$ cat src/rtl/ctlfe_pkg.sv
package ctlfe_pkg;
  typedef logic [7:0] cmd_t;

  localparam cmd_t CMD_CHAN_EN    = 8'h4A;
  localparam cmd_t CMD_CLK_SEL    = 8'h46;
  localparam cmd_t CMD_ACTIVATE   = 8'h0E;
  localparam cmd_t CMD_DEACTIVATE = 8'h0F;
  localparam cmd_t CMD_STATUS     = 8'h5A;

  // Commands handled inside the front-end and never forwarded to channels
  function automatic logic is_local_cmd(cmd_t c);
    return (c == CMD_CHAN_EN) || (c == CMD_CLK_SEL) || (c == CMD_ACTIVATE) ||
           (c == CMD_DEACTIVATE) || (c == CMD_STATUS);
  endfunction
endpackage

$ cat src/rtl/ctlfe_sync.sv
module ctlfe_sync #(
  parameter int   STAGES  = 2,
  parameter logic RST_VAL = 1'b0
) (
  input  logic clk,
  input  logic rst_n,
  input  logic d,
  output logic q
);
  logic [STAGES-1:0] sr;

  always_ff @(posedge clk or negedge rst_n) begin
    if (!rst_n) sr <= {STAGES{RST_VAL}};
    else        sr <= {sr[STAGES-2:0], d};
  end

  assign q = sr[STAGES-1];
endmodule

$ cat src/rtl/ctlfe_cs_watch.sv
module ctlfe_cs_watch #(
  parameter int LONG_EDGES  = 16,
  parameter int SYNC_STAGES = 2
) (
  input  logic clk,
  input  logic rst_n,
  input  logic sclk_i,
  input  logic cs_n_i,
  output logic soft_rst_o
);
  localparam int CW = $clog2(LONG_EDGES + 1);
  localparam logic [CW-1:0] FULL = CW'(LONG_EDGES);

  logic sclk_s, cs_s, sclk_d, cs_d;
  logic [CW-1:0] edge_cnt;
  logic sclk_rise, cs_rise, cnt_full;

  ctlfe_sync #(.STAGES(SYNC_STAGES), .RST_VAL(1'b0)) u_sync_sclk (
    .clk(clk), .rst_n(rst_n), .d(sclk_i), .q(sclk_s));
  ctlfe_sync #(.STAGES(SYNC_STAGES), .RST_VAL(1'b1)) u_sync_cs (
    .clk(clk), .rst_n(rst_n), .d(cs_n_i), .q(cs_s));

  always_ff @(posedge clk or negedge rst_n) begin
    if (!rst_n) begin
      sclk_d <= 1'b0;
      cs_d   <= 1'b1;
    end else begin
      sclk_d <= sclk_s;
      cs_d   <= cs_s;
    end
  end

  assign sclk_rise = sclk_s & ~sclk_d;
  assign cs_rise   = cs_s & ~cs_d;
  assign cnt_full  = (edge_cnt == FULL);

  // Saturating count of serial edges seen while chip select is low
  always_ff @(posedge clk or negedge rst_n) begin
    if (!rst_n)                          edge_cnt <= '0;
    else if (cs_rise)                    edge_cnt <= '0;
    else if (sclk_rise && !cs_s && !cnt_full) edge_cnt <= edge_cnt + 1'b1;
  end

  always_ff @(posedge clk or negedge rst_n) begin
    if (!rst_n) soft_rst_o <= 1'b0;
    else        soft_rst_o <= cs_rise & cnt_full;
  end

  assert_cnt_sat_R9: assert property (@(posedge clk) disable iff (!rst_n)
    edge_cnt <= FULL);
  assert_pulse_single_R9: assert property (@(posedge clk) disable iff (!rst_n)
    soft_rst_o |=> !soft_rst_o);
  assert_pulse_cs_high_R9: assert property (@(posedge clk) disable iff (!rst_n)
    soft_rst_o |-> cs_d);
endmodule

$ cat src/rtl/ctlfe_clk_track.sv
module ctlfe_clk_track #(
  parameter int DATA_W      = 8,
  parameter int LOCK_CYCLES = 20
) (
  input  logic              clk,
  input  logic              rst_n,
  input  logic              gen_rst,
  input  logic              sel_wr,
  input  logic [DATA_W-1:0] wdata,
  output logic              clk_fail_o,
  output logic [DATA_W-1:0] clksel_o
);
  localparam int LW = $clog2(LOCK_CYCLES + 1);
  localparam logic [LW-1:0] LOCK_LOAD = LW'(LOCK_CYCLES);

  logic [LW-1:0] lock_cnt;
  logic          pending;
  logic          lock_done;

  assign lock_done = pending && (lock_cnt == LW'(1));

  always_ff @(posedge clk or negedge rst_n) begin
    if (!rst_n) begin
      clksel_o   <= '0;
      clk_fail_o <= 1'b1;
      pending    <= 1'b0;
      lock_cnt   <= '0;
    end else if (gen_rst) begin
      clksel_o   <= '0;
      clk_fail_o <= 1'b1;
      pending    <= 1'b0;
      lock_cnt   <= '0;
    end else if (sel_wr) begin
      clksel_o <= wdata;
      if (clk_fail_o) begin
        pending  <= 1'b1;
        lock_cnt <= LOCK_LOAD;
      end
    end else if (lock_done) begin
      clk_fail_o <= 1'b0;
      pending    <= 1'b0;
    end else if (pending) begin
      lock_cnt <= lock_cnt - 1'b1;
    end
  end

  assert_fail_stays_clear_R5: assert property (@(posedge clk) disable iff (!rst_n)
    (!clk_fail_o && !gen_rst) |=> !clk_fail_o);
  assert_fall_needs_pending_R5: assert property (@(posedge clk) disable iff (!rst_n)
    $fell(clk_fail_o) |-> $past(pending));
endmodule

$ cat src/rtl/ctlfe_chan_dispatch.sv
module ctlfe_chan_dispatch
  import ctlfe_pkg::*;
#(
  parameter int NUM_CH = 4,
  parameter int DATA_W = 8
) (
  input  logic                     clk,
  input  logic                     rst_n,
  input  logic                     gen_rst,
  input  logic                     wr_stb,
  input  logic                     rd_stb,
  input  cmd_t                     cmd,
  input  logic [DATA_W-1:0]        wdata,
  input  logic [NUM_CH*DATA_W-1:0] ch_rdata,
  input  logic                     clk_fail,
  input  logic [DATA_W-1:0]        clksel,
  output logic [NUM_CH-1:0]        active_o,
  output logic [NUM_CH-1:0]        ch_wr_o,
  output cmd_t                     ch_cmd_o,
  output logic [DATA_W-1:0]        ch_wdata_o,
  output logic [DATA_W-1:0]        rdata_o,
  output logic                     rd_valid_o
);
  function automatic int unsigned lowest_set(logic [NUM_CH-1:0] v);
    int unsigned r = 0;
    for (int i = NUM_CH - 1; i >= 0; i--) if (v[i]) r = i;
    return r;
  endfunction

  function automatic int unsigned ones(logic [NUM_CH-1:0] v);
    int unsigned n = 0;
    for (int i = 0; i < NUM_CH; i++) n += v[i];
    return n;
  endfunction

  logic [NUM_CH-1:0] chen_q;
  logic              err_q;
  logic              fwd_wr, chen_wr, act_req, act_block, deact_req, multi_rd, chan_rd;
  logic [DATA_W-1:0] sel_data, stat_word, chen_word, rd_mux;

  assign chen_wr   = wr_stb && (cmd == CMD_CHAN_EN);
  assign fwd_wr    = wr_stb && !is_local_cmd(cmd);
  assign act_req   = wr_stb && (cmd == CMD_ACTIVATE);
  assign act_block = act_req && clk_fail;
  assign deact_req = wr_stb && (cmd == CMD_DEACTIVATE);
  assign chan_rd   = rd_stb && !is_local_cmd(cmd);
  assign multi_rd  = chan_rd && (ones(chen_q) > 1);

  always_comb begin
    sel_data = '0;
    if (chen_q != '0) sel_data = ch_rdata[lowest_set(chen_q)*DATA_W +: DATA_W];
    chen_word = '0;
    chen_word[NUM_CH-1:0] = chen_q;
    stat_word = '0;
    stat_word[NUM_CH-1:0] = active_o;
    stat_word[DATA_W-2]   = err_q;
    stat_word[DATA_W-1]   = clk_fail;
    case (cmd)
      CMD_CHAN_EN: rd_mux = chen_word;
      CMD_CLK_SEL: rd_mux = clksel;
      CMD_STATUS:  rd_mux = stat_word;
      default:     rd_mux = sel_data;
    endcase
  end

  always_ff @(posedge clk or negedge rst_n) begin
    if (!rst_n) begin
      chen_q   <= '0;
      active_o <= '0;
      err_q    <= 1'b0;
    end else if (gen_rst) begin
      chen_q   <= '0;
      active_o <= '0;
      err_q    <= 1'b0;
    end else begin
      if (chen_wr) chen_q <= wdata[NUM_CH-1:0];
      if (act_req && !act_block) active_o <= active_o | chen_q;
      else if (deact_req)        active_o <= active_o & ~chen_q;
      if (multi_rd) err_q <= 1'b1;
    end
  end

  always_ff @(posedge clk or negedge rst_n) begin
    if (!rst_n) begin
      ch_wr_o    <= '0;
      ch_cmd_o   <= '0;
      ch_wdata_o <= '0;
      rdata_o    <= '0;
      rd_valid_o <= 1'b0;
    end else begin
      ch_wr_o    <= (fwd_wr && !gen_rst) ? chen_q : '0;
      rd_valid_o <= rd_stb;
      if (fwd_wr) begin
        ch_cmd_o   <= cmd;
        ch_wdata_o <= wdata;
      end
      if (rd_stb) rdata_o <= rd_mux;
    end
  end

  assert_fanout_R2: assert property (@(posedge clk) disable iff (!rst_n)
    (fwd_wr && !gen_rst) |=> (ch_wr_o == $past(chen_q)));
  assert_strobe_idle_R2: assert property (@(posedge clk) disable iff (!rst_n)
    !fwd_wr |=> (ch_wr_o == '0));
  assert_act_blocked_R6: assert property (@(posedge clk) disable iff (!rst_n)
    (act_block && !gen_rst) |=> (active_o == $past(active_o)));
  assert_err_sticky_R8: assert property (@(posedge clk) disable iff (!rst_n)
    (err_q && !gen_rst) |=> err_q);
  assert_multi_err_R8: assert property (@(posedge clk) disable iff (!rst_n)
    (multi_rd && !gen_rst) |=> err_q);
endmodule

$ cat src/rtl/bcast_ctl_frontend.sv
module bcast_ctl_frontend
  import ctlfe_pkg::*;
#(
  parameter int NUM_CH      = 4,
  parameter int DATA_W      = 8,
  parameter int LONG_EDGES  = 16,
  parameter int LOCK_CYCLES = 20,
  parameter int SYNC_STAGES = 2
) (
  input  logic                     clk,
  input  logic                     rst_n,
  input  logic                     sclk_i,
  input  logic                     cs_n_i,
  input  logic                     wr_stb_i,
  input  logic                     rd_stb_i,
  input  logic [7:0]               cmd_i,
  input  logic [DATA_W-1:0]        wdata_i,
  input  logic [NUM_CH*DATA_W-1:0] ch_rdata_i,
  output logic [NUM_CH-1:0]        ch_wr_o,
  output logic [7:0]               ch_cmd_o,
  output logic [DATA_W-1:0]        ch_wdata_o,
  output logic [DATA_W-1:0]        rdata_o,
  output logic                     rd_valid_o,
  output logic [NUM_CH-1:0]        chan_active_o,
  output logic                     clk_fail_o,
  output logic                     pclk_mode_o,
  output logic [3:0]               freq_sel_o,
  output logic                     soft_rst_o
);
  logic              clksel_wr;
  logic [DATA_W-1:0] clksel;

  assign clksel_wr   = wr_stb_i && (cmd_i == CMD_CLK_SEL);
  assign pclk_mode_o = clksel[4];
  assign freq_sel_o  = clksel[3:0];

  ctlfe_cs_watch #(.LONG_EDGES(LONG_EDGES), .SYNC_STAGES(SYNC_STAGES)) u_cs_watch (
    .clk(clk), .rst_n(rst_n), .sclk_i(sclk_i), .cs_n_i(cs_n_i),
    .soft_rst_o(soft_rst_o));

  ctlfe_clk_track #(.DATA_W(DATA_W), .LOCK_CYCLES(LOCK_CYCLES)) u_clk_track (
    .clk(clk), .rst_n(rst_n), .gen_rst(soft_rst_o), .sel_wr(clksel_wr),
    .wdata(wdata_i), .clk_fail_o(clk_fail_o), .clksel_o(clksel));

  ctlfe_chan_dispatch #(.NUM_CH(NUM_CH), .DATA_W(DATA_W)) u_dispatch (
    .clk(clk), .rst_n(rst_n), .gen_rst(soft_rst_o), .wr_stb(wr_stb_i),
    .rd_stb(rd_stb_i), .cmd(cmd_i), .wdata(wdata_i), .ch_rdata(ch_rdata_i),
    .clk_fail(clk_fail_o), .clksel(clksel), .active_o(chan_active_o),
    .ch_wr_o(ch_wr_o), .ch_cmd_o(ch_cmd_o), .ch_wdata_o(ch_wdata_o),
    .rdata_o(rdata_o), .rd_valid_o(rd_valid_o));

  assert_soft_clear_R10: assert property (@(posedge clk) disable iff (!rst_n)
    soft_rst_o |=> (chan_active_o == '0) && clk_fail_o && !pclk_mode_o);
  assert_rd_valid_R7: assert property (@(posedge clk) disable iff (!rst_n)
    rd_stb_i |=> rd_valid_o);
  assert_mode_stable_R4: assert property (@(posedge clk) disable iff (!rst_n)
    (!clksel_wr && !soft_rst_o) |=> $stable(pclk_mode_o));
endmodule

$ cat config.mk
export PLATFORM = sky130hd
export DESIGN_NAME = bcast_ctl_frontend
export DESIGN_NICKNAME = d
export VERILOG_FILES = /design/src/rtl/ctlfe_pkg.sv /design/src/rtl/ctlfe_sync.sv /design/src/rtl/ctlfe_cs_watch.sv /design/src/rtl/ctlfe_clk_track.sv /design/src/rtl/ctlfe_chan_dispatch.sv /design/src/rtl/bcast_ctl_frontend.sv
export SDC_FILE = /design/constraint.sdc
export NUM_CORES = 1
export LEC_CHECK = 0
export CAP_MARGIN = 20
export CORE_ASPECT_RATIO = 0.6
export CORE_MARGIN = 2
export CORE_UTILIZATION = 53
export CTS_BUF_LIST = sky130_fd_sc_hd__clkbuf_2
export CTS_CLUSTER_DIAMETER = 50
export DETAILED_ROUTE_END_ITERATION = 8
export GPL_TIMING_DRIVEN = 0
export PLACE_DENSITY = 0.93
export SLEW_MARGIN = 20
export SYNTH_ARGS = -nofsm -noshare
export SYNTH_HDL_FRONTEND = slang
export SYNTH_SLANG_ARGS = --single-unit
$ cat constraint.sdc
create_clock -name clk -period 3.6 [get_ports clk]
set_clock_uncertainty 0.05 [all_clocks]
set_input_delay 0.36 -clock clk [delete_from_list [all_inputs] [get_ports clk]]
set_output_delay 0.36 -clock clk [all_outputs]
set_load 0.03 [all_outputs]
After elaboration in Yosys (flattened, before gate mapping). Cells that the tools add are included. Widths: inputs -> output; s select.

Memory bits (writable): 0. Register bits: 65. Memories kept: 0. ROM bits: 0. Latch bits: 0. Output and inout port bits: 40. Bits of input ports: 54.

Shift operators: 1. Bitwise gates (word level): 8. Mux-type cells: 30. $mul: 0. Reduce and logical (&&, ||, !) cells: 34. Equality and inequality tests: 10. Add/subtract/negate cells: 5. Divide/modulo/power cells: 0. $lt $le $gt $ge: 1.

Operator list (count): $add 32x1->32 (2); $mux 5 (7); $shiftx 32x33->8 (1); $gt 32x1->1 const B (1); $mux 29 (1); $eq 8x7->1 const B (3); $mux 4 (6); $mux 8 (3); $pmux 8 s3 (1); $eq 8x4->1 const B (2); $logic_and 1x1->1 (13); $reduce_bool 2->1 (5); $reduce_bool 3->1 (3); $mux 1 (8); $mux 2 (4); $add 5x1->5 const B (1); $eq 5x1->1 const B (1); $eq 5x5->1 const B (1); $logic_not 1->1 (5); $sub 5x1->5 const B (1); $and 4x4->4 (1); $logic_or 1x1->1 (4); $not 4->4 (1); $or 4x4->4 (1); other kinds (9) (13).

Logic depth before layout (Yosys ltp). Gate-level depths: netlist of run 1.

Word-level depth: 10. Mapped depth: 7. Gate-level depth less buffers: 7.

Cells and area by module. A second synthesis of run 1 with hierarchy kept.

Cells, all modules: 319. Area total of the unflattened synthesis: 3479.6 µm².

Modules (own cells, without submodules): ctlfe_chan_dispatch (times used 1, seq. area each 950.9 µm², area an instance 2232.1 µm², cells each 211); ctlfe_clk_track (times used 1, seq. area each 376.6 µm², area an instance 742.0 µm², cells each 69); ctlfe_cs_watch (times used 1, seq. area each 201.4 µm², area an instance 372.9 µm², cells each 32); ctlfe_sync at u_cs_watch.u_sync_cs (times used 1, seq. area each 52.6 µm², area an instance 52.6 µm², cells each 2); ctlfe_sync at u_cs_watch.u_sync_sclk (times used 1, seq. area each 50.0 µm², area an instance 50.0 µm², cells each 2); bcast_ctl_frontend (times used 1, seq. area each 0.0 µm², area an instance 30.0 µm², cells each 3).

Least setup slack after synthesis of run 1. No wires, ideal clock.

Path type: in2reg. Start: in cmd_i[4]. End: reg u_clk_track.lock_cnt[0]. Data arrival time: 1.676 ns. Buffers on the path: 2. Setup slack: 1.753 ns. Cell stages on the path: 7. Path through: buf_6 nor4bb_4 and3_1 buf_2 mux2_1 a21oi_1 nor2_1.

Longest elaborated chain between the ends: 4.

RTL lines: start, declared (line bcast_ctl_frontend.sv:16) `input logic [7:0] cmd_i,`; $eq 8x7->1 * (line bcast_ctl_frontend.sv:33) `assign clksel_wr = wr_stb_i && (cmd_i == CMD_CLK_SEL);`; $logic_and 1x1->1 * (line bcast_ctl_frontend.sv:33); $ne 3x3->1 (no line), or another cell as far along; $reduce_and 3->1 (no line) / $mux 5 (equally long branches); end signal, assigned (line ctlfe_clk_track.sv:43) `lock_cnt <= lock_cnt - 1'b1;`; end, declared (line ctlfe_clk_track.sv:16) `logic [LW-1:0] lock_cnt;`.

Every way passes the cells marked *; elsewhere a longest branch is shown, timed or not. A chain may end at the register's enable or synchronous reset.

Final worst setup path of run 1.
Start: in cmd_i[0]. End: reg u_clk_track.lock_cnt[4].

The elaborated chain is that of the path after synthesis.

==> results of run 1 <==
worst max-delay path, stage by stage:
cell and delay, ps:
clkdlybuf4s50_1 560, nor4b_1 570, and2_1 360, nand2_1 110, clkbuf_1 230, nor3_1 210, a211oi_1 70
sequential cells by signal, summed over array words and instances (netlist names):
register / flops
u_clk_track.lock_cnt: 5
u_clk_track.pending: 1
u_dispatch.chen_q: 4
u_dispatch.err_q: 1
u_dispatch.ch_wdata_o: 8
u_dispatch.active_o: 4
u_dispatch.rd_valid_o: 1
u_dispatch.ch_cmd_o: 8
u_cs_watch.u_sync_cs.sr: 2
u_clk_track.clk_fail_o: 1
u_clk_track.clksel_o: 8
u_cs_watch.sclk_d: 1
u_cs_watch.edge_cnt: 5
u_dispatch.rdata_o: 8
u_cs_watch.u_sync_sclk.sr: 2
u_cs_watch.soft_rst_o: 1
u_dispatch.ch_wr_o: 4
u_cs_watch.cs_d: 1
stage by stage:
step | cell area (µm²) | total power, W | instances | utilization | hold WS [ps]
floorplan | 3249 | 0.001149 | 309 | - | 14.41
finish | 4392 | 0.001703 | 503 | 0.7285 | 109.7
CTS | 4392 | 0.001712 | 503 | 0.7285 | 69.90
global placement | 4275 | 0.001337 | 485 | 0.7092 | 281.0
detailed placement | 4300 | 0.001368 | 486 | 0.7134 | 132.4
global route | 4392 | 0.001797 | 503 | 0.7285 | 66.64
layer usage:
layer | GRT usage | up-vias | wire length [µm]
met5 | 0 | - | 0
met4 | 0.07500 | 0 | 57
met3 | 0.1177 | 6 | 944
met1 | 0.3570 | 1400 | 3776
li1 | - | 1325 | -
met2 | 0.4286 | 133 | 3944
power by group through the flow:
stage	Combinational [W]	Sequential, W	Clock [W]
2_1_floorplan	0.000208	0.000942	0
3_3_place_gp	0.000450	0.000887	0
3_5_place_dp	0.000477	0.000891	0
4_1_cts	0.000479	0.000879	0.000355
5_1_grt	0.000516	0.000889	0.000392
6_report	0.000476	0.000882	0.000345
final cells by class:
cell class              count  area [µm²]
plain buffers              21       120.1
clock buffers              12       60.06
clock inverters             4       21.27
fillers                   448        1637
inverters                  16       60.06
multi-input cells         207        1438
flip-flops and latches     65        1632
well taps                  84       105.1
repair buffers             94       955.9
cells by family (layout without fill, tap and decap cells):
family                   after synthesis  in the layout
adder cells (fa/ha/maj)                7              7
AO/OA/AOI/OAI                         78             78
buffers and inverters                 37            147
AND/OR/NAND/NOR                       90             90
XOR/XNOR                               6              6
flip-flops                            65             65
multiplexers                          26             26
worst max-delay path by stage:
| stage | from | end | slack (ps) | depth (start not counted) |
|---|---|---|---|---|
| 3_5_place_dp | cmd_i[0] | u_dispatch.rdata_o[6] | 940 | 6 |
| 4_1_cts | u_clk_track.clk_fail_o | clk_fail_o | 1430 | 1 |
| 6_report | cmd_i[0] | u_clk_track.lock_cnt[4] | 1460 | 7 |
| 2_1_floorplan | cmd_i[4] | u_clk_track.lock_cnt[0] | 1750 | 7 |
| 5_1_grt | u_dispatch.chen_q[1] | u_dispatch.rdata_o[6] | 1260 | 6 |
| 3_3_place_gp | rst_n | u_dispatch.ch_cmd_o[4] | 110 | 1 |
layout by cell type, fill, tap and decap left out, types with 2 or more instances in the layout:
cell | Yosys | routed
o22ai_1 | 4 | 4
xor2_1 | 2 | 2
a2bb2oi_1 | 4 | 4
clkbuf_1 | 6 | 6
buf_2 | 8 | 8
mux2i_1 | 9 | 9
nor4b_1 | 2 | 2
nor4_1 | 2 | 2
clkbuf_2 | 0 | 12
clkinv_2 | 0 | 2
nor3b_1 | 3 | 3
a311o_1 | 2 | 2
o22a_1 | 4 | 4
buf_4 | 5 | 6
mux2_2 | 10 | 10
nand3_1 | 7 | 7
and3b_1 | 2 | 2
inv_1 | 16 | 16
a311oi_1 | 4 | 4
or3_1 | 5 | 5
nand2_1 | 21 | 21
o311ai_1 | 2 | 2
a21o_1 | 2 | 2
nand2b_1 | 4 | 4
nor2_1 | 21 | 21
a31oi_1 | 2 | 2
o21a_1 | 2 | 2
and4_1 | 2 | 2
dfrtp_1 | 61 | 61
nor3_1 | 10 | 10
mux2_1 | 7 | 7
o221ai_1 | 4 | 4
nor2b_1 | 2 | 2
o21ai_0 | 18 | 18
dfstp_2 | 4 | 4
ha_1 | 7 | 7
clkdlybuf4s50_1 | 0 | 91
a2111oi_0 | 2 | 2
xnor2_1 | 4 | 4
a21oi_1 | 24 | 24
==> qor.csv, run 1 <==
metric;value;unit
status;finished, final reports clean;
complex-gate fraction of the synthesized area;0.1559;
most numerous cell types in the synthesized netlist;61 x dfrtp_1, 24 x a21oi_1, 21 x nand2_1, 21 x nor2_1, 18 x o21ai_0;
post-synth cell types;52;
core region area;0.006028;mm²
number of maximum-capacitance violations;0;
count of flip-flops with a built-in enable after synthesis;0;
sum of negative setup slack;0;ps
worst vdd rail ir drop;0.0002595;V
pin count of the biggest net entering global routing;61;
Port Buffers;92;
post-layout min period;2138;ps
Post-DP HPWL;6574;µm
remaining antenna violation count;0;
count of synthesis-stage warnings from yosys;0;
share of synthesized area occupied by flip-flops and latches;0.5021;
P_sw;0.0005662;W
Die Outline Area;0.006794;mm²
leakage power;1.851;nW
combinational fraction of design power;0.280;
kind of critical path;in -> reg;
areal power density over the cells;387.8;mW/mm²
total of hold buffers inserted after clock tree synthesis;1;
final antenna diode count;0;
cell-internal power;0.001137;W
total clock buffers created by CTS;9;
element type at the critical path start;input port;
Max Fclk;467.8;MHz
xor-xnor portion of the synthesized cell area;0.01617;
number of global-route vias before repair;2827;
adder-cell share of the synthesized area;0.02695;
Starting DRT DRC Count;216;
CTS root buf;clkbuf_2;
antenna violations before repair;0;
CTS Sinks;65;
Critical R2R Launch;u_dispatch.chen_q[1];
final wirelength;8723;µm
die width;105.1;µm
Hold EP;u_dispatch.ch_cmd_o[4];
depth of the worst register-to-register path;6;
clock network fraction of design power;0.202;
nets@finish;475;
Post-Syn Nets;370;
clock latency at the later pin of the worst-skew pair;520;ps
Final GP Congestion;0.8775;
r2r setup slk;1470;ps
global-route wire length before repair;14260;µm
proportion of netlist area held by the largest area contributor;0.4698;
syn avg cell area;10.52;µm²
RSZ-0062 raised after global routing;false;
fraction of power consumed by sequential logic;0.518;
routed via count divided by cell count;5.694;
Hold Crit Class;in -> reg;
Setup Fix Bufs, Post-CTS;0;
#FFs+latches synth;65;
slew margin rel.;0.4796;
Final Max Slew Viols;0;
basic-gate share of the synthesized area counting and, or, nand and nor cells;0.1567;
required time at the worst-slack endpoint;3940;ps
number of H-tree levels;3;
capture instance of the worst register-to-register path;u_dispatch.rdata_o[6];
I/O pin total;94;
Max clock buf depth;2;
clock edge transition at the registers on the reported setup and hold paths;180;ps
Gates resized, CTS repair;0;
part of the cycle the worst path needs;0.5938;
worst hold path stage count;2;
floorplan row count;22;
synth-to-layout area growth;35.16;%
Worst setup EP type;register;
portion of netlist area occupied by mux cells;0.08664;
Cell Area, Synth;0.003249;mm²
global route overflow;0;
most frequent cell after synthesis;dfrtp_1;
most area-consuming cells after synthesis;dfrtp_1 47%, a21oi_1 3.7%, mux2_2 3.5%;
number of vias in the routed layout;2864;
combinational family with the most area after synthesis;simple AND/OR/NAND/NOR gates;
DRC;0;
WP data arrival;2480;ps
overall routing resource usage;0.2757;
Hold Fails Final Rpt;0;
async set-or-reset flop fraction in the synthesized netlist;1.000;
number of setup violations in the final report;0;
clock tree from TritonCTS;built;
Place WS;941.1;ps
most used flip-flop cell after synthesis;dfrtp_1;
leading area contributor after synthesis;dfrtp_1;
Die Y-Extent;64.65;µm
fraction of layout instances using a drive strength above 1;0.1193;
Worst-Margin Slew;769.8;ps
switching share of power;0.3324;
average detailed-routed wire length per instance;17.34;µm
Hold Startpoint;cmd_i[4];
TritonRoute pass-1 iters;4;
crit-path max FO;10;
PnR worst setup slack;1462;ps
number of instances in the synthesized netlist;309;
starting utilization of the core area;0.5390;
Power figures use the tool's default switching activity.
==> inputs of run 2 (changes only) <==
--- a/config.mk
+++ b/config.mk
@@ -8,12 +8,12 @@
 export CAP_MARGIN = 20
 export CORE_ASPECT_RATIO = 0.6
 export CORE_MARGIN = 2
-export CORE_UTILIZATION = 53
+export CORE_UTILIZATION = 49
 export CTS_BUF_LIST = sky130_fd_sc_hd__clkbuf_2
 export CTS_CLUSTER_DIAMETER = 50
 export DETAILED_ROUTE_END_ITERATION = 8
 export GPL_TIMING_DRIVEN = 0
-export PLACE_DENSITY = 0.93
+export PLACE_DENSITY = 0.87
 export SLEW_MARGIN = 20
 export SYNTH_ARGS = -nofsm -noshare
 export SYNTH_HDL_FRONTEND = slang
==> constraint.sdc (replaced) <==
create_clock -name clk -period 2.2 [get_ports clk]
set_clock_uncertainty 0.05 [all_clocks]
set_input_delay 0.22 -clock clk [delete_from_list [all_inputs] [get_ports clk]]
set_output_delay 0.22 -clock clk [all_outputs]
set_load 0.03 [all_outputs]
==> run 2 against run 1 <==
Net effect:
- register-to-register slack worse by 1300 ps
- wire length grew 5.9%
- global-route usage is 1.1 points lower
- power rose by 72%
- non-clock buffer count increased by 1
- clock power up 100%
- cell area is 1.2% higher
- highest routed layer unchanged
- sequential share of layout area decreased by 0.43 points
- largest power group unchanged
- critical path depth up 1
- sequential cell count unchanged
==> qor.csv, run 2 (synthesized netlist as in run 1, its figures left out) <==
metric;value;unit;change
status;finished, final reports clean;;
Port Buffers;92;;unchanged
leading cell types in the layout, fill and taps excluded;91 x clkdlybuf4s50_1, 61 x dfrtp_1, 23 x a21oi_1, 21 x nor2_1, 21 x nand2_1;;
DRC;0;;unchanged
remaining antenna violation count;0;;unchanged
nets@finish;476;;+0.21%
P_sw;0.0009461;W;+67%
global route overflow;0;;unchanged
global-route wire length before repair;14440;µm;+1.3%
core region area;0.006248;mm²;+3.7%
final wirelength;9242;µm;+5.9%
largest stage delay on the critical path;550;ps;-20 ps
die width;109.1;µm;+3.8%
number of global-route vias before repair;2888;;+2.2%
final core utilization;0.7111;;-0.01746
number of vias in the routed layout;2945;;+2.8%
Max clock buf depth;2;;unchanged
fraction of layout instances using a drive strength above 1;0.1286;;+0.009240
capture instance of the worst register-to-register path;u_dispatch.rdata_o[6];;
crit-path max FO;10;;unchanged
pin count of the biggest net entering global routing;52;;-15%
clock network fraction of design power;0.237;;+0.035
slowest stage cell on the critical path;dlygate4sd3_1;;
post-layout min period;2083;ps;
Die Y-Extent;67.08;µm;+3.8%
TritonRoute pass-1 iters;5;;+1
sum of negative setup slack;0;ps;unchanged
Worst-Margin Slew;491.0;ps;-278.8 ps
Critical R2R Launch;u_dispatch.chen_q[1];;
overall routing resource usage;0.2647;;-0.01100
Final Instance Area;0.004443;mm²;+1.2%
number of setup violations in the final report;0;;unchanged
Die Outline Area;0.007320;mm²;+7.7%
cell area after placement;0.004300;mm²;unchanged
synth-to-layout area growth;36.73;%;
Hold Crit Class;in -> async;;
starting utilization of the core area;0.5200;;-0.01900
leakage power;1.873;nW;+1.2%
floorplan row count;22;;unchanged
Starting DRT DRC Count;293;;+36%
final antenna diode count;0;;unchanged
total clock buffers created by CTS;9;;unchanged
I/O pin total;94;;unchanged
kind of critical path;in -> reg;;
required time at the worst-slack endpoint;2500;ps;-1440 ps
Final GP Congestion;0.8871;;+1.1%
worst path cell trace;dlygate4sd3_1 > buf_6 > nor4bb_4 > and2_1 > nand2_1 > clkbuf_1 > nor3_1 > a211oi_1;;
fraction of power consumed by sequential logic;0.494;;-0.024
clock tree from TritonCTS;built;;
worst vdd rail ir drop;0.0003988;V;+54%
clock latency at the later pin of the worst-skew pair;490;ps;-30 ps
Final Max Slew Viols;0;;unchanged
clock edge transition at the registers on the reported setup and hold paths;190;ps;about the same
RSZ-0062 raised after global routing;false;;
number of placed instances, taps included;486;;unchanged
CTS root buf;clkbuf_2;;
Max Fclk;480.0;MHz;
slew margin rel.;0.6702;;+0.1906
element type at the critical path start;input port;;
r2r setup slk;160;ps;-1310 ps
CTS Sinks;65;;unchanged
number of maximum-capacitance violations;0;;unchanged
routed via count divided by cell count;5.843;;+2.6%
Post-DP HPWL;6816;µm;+3.7%
Hold Fails Final Rpt;0;;unchanged
Setup crit start;cmd_i[4];;
Final Hold Slack;63.21;ps;-46.53 ps
part of the cycle the worst path needs;0.9469;;
average detailed-routed wire length per instance;18.34;µm;+5.7%
Worst setup EP type;register;;
WP data arrival;2380;ps;-100 ps
switching share of power;0.3232;;-0.009215
antenna violations before repair;0;;unchanged
most common cell after layout, fill and taps aside;clkdlybuf4s50_1;;
number of H-tree levels;3;;unchanged
cell-internal power;0.001981;W;+74%
areal power density over the cells;658.8;mW/mm²;+70%
final std cells w/o fill;504;;+0.20%
depth of the worst register-to-register path;6;;unchanged
combinational fraction of design power;0.269;;-0.011
run 2: power by group through the flow:
stage	Clock (W)	Combinational, W	Sequential [W]
6_report	0.000695	0.000786	0.00145
5_1_grt	0.000772	0.000860	0.00146
4_1_cts	0.000704	0.000781	0.00144
3_5_place_dp	0	0.000774	0.00146
3_3_place_gp	0	0.000740	0.00145
2_1_floorplan	0	0.000340	0.00154
run 2: metal layers:
metal,wire length [µm],share of wire,vias to the layer above,global-route usage
met5,0,0,-,0
met4,131,0.014,0,0.07372
met3,1109,0.12,18,0.08219
met2,3932,0.43,181,0.4107
met1,4068,0.44,1419,0.3589
li1,-,-,1327,-
run 2: worst max-delay path by stage:
stage	cells after the start	endpoint	slack [ps]
floorplan	7	u_clk_track.lock_cnt[3]	430
global placement	1	u_dispatch.ch_cmd_o[3]	-1210
detailed placement	6	u_dispatch.rdata_o[6]	-360
CTS	7	u_clk_track.lock_cnt[3]	80
global route	8	u_clk_track.lock_cnt[4]	50
finish	8	u_clk_track.lock_cnt[4]	120
run 2: timing repair:
action                                 4_1_cts  5_1_grt
endpoints found under the hold margin       62        0
hold buffers                                 2        0
setup endpoints to repair                    1        3
gates resized for setup                      1        3
setup buffers                                0        0
cloned                                       0        0
run 2: layout make-up:
type / count / area [µm²]
timing repair buffer: 95 / 965.9
fill: 474 / 1805
clock buffer: 12 / 60.06
sequential: 65 / 1632
tap: 84 / 105.1
buffer: 21 / 120.1
inverter: 16 / 60.06
clock inverter: 4 / 45.04
multi-input combinational: 207 / 1455
run 2: through the flow:
| stage | power [W] | setup slack [ps] |
|---|---|---|
| floorplan | 0.001880 | 435.0 |
| global placement | 0.002192 | -1209 |
| detailed placement | 0.002232 | -363.1 |
| CTS | 0.002921 | 76.72 |
| global route | 0.003095 | 54.67 |
| finish | 0.002927 | 116.8 |
run 2: worst max-delay path, delay by kind of cell:
kind	cells	cell delay (ps)
buf+inv	3	960
compound gates	1	80
simple gates	4	1110
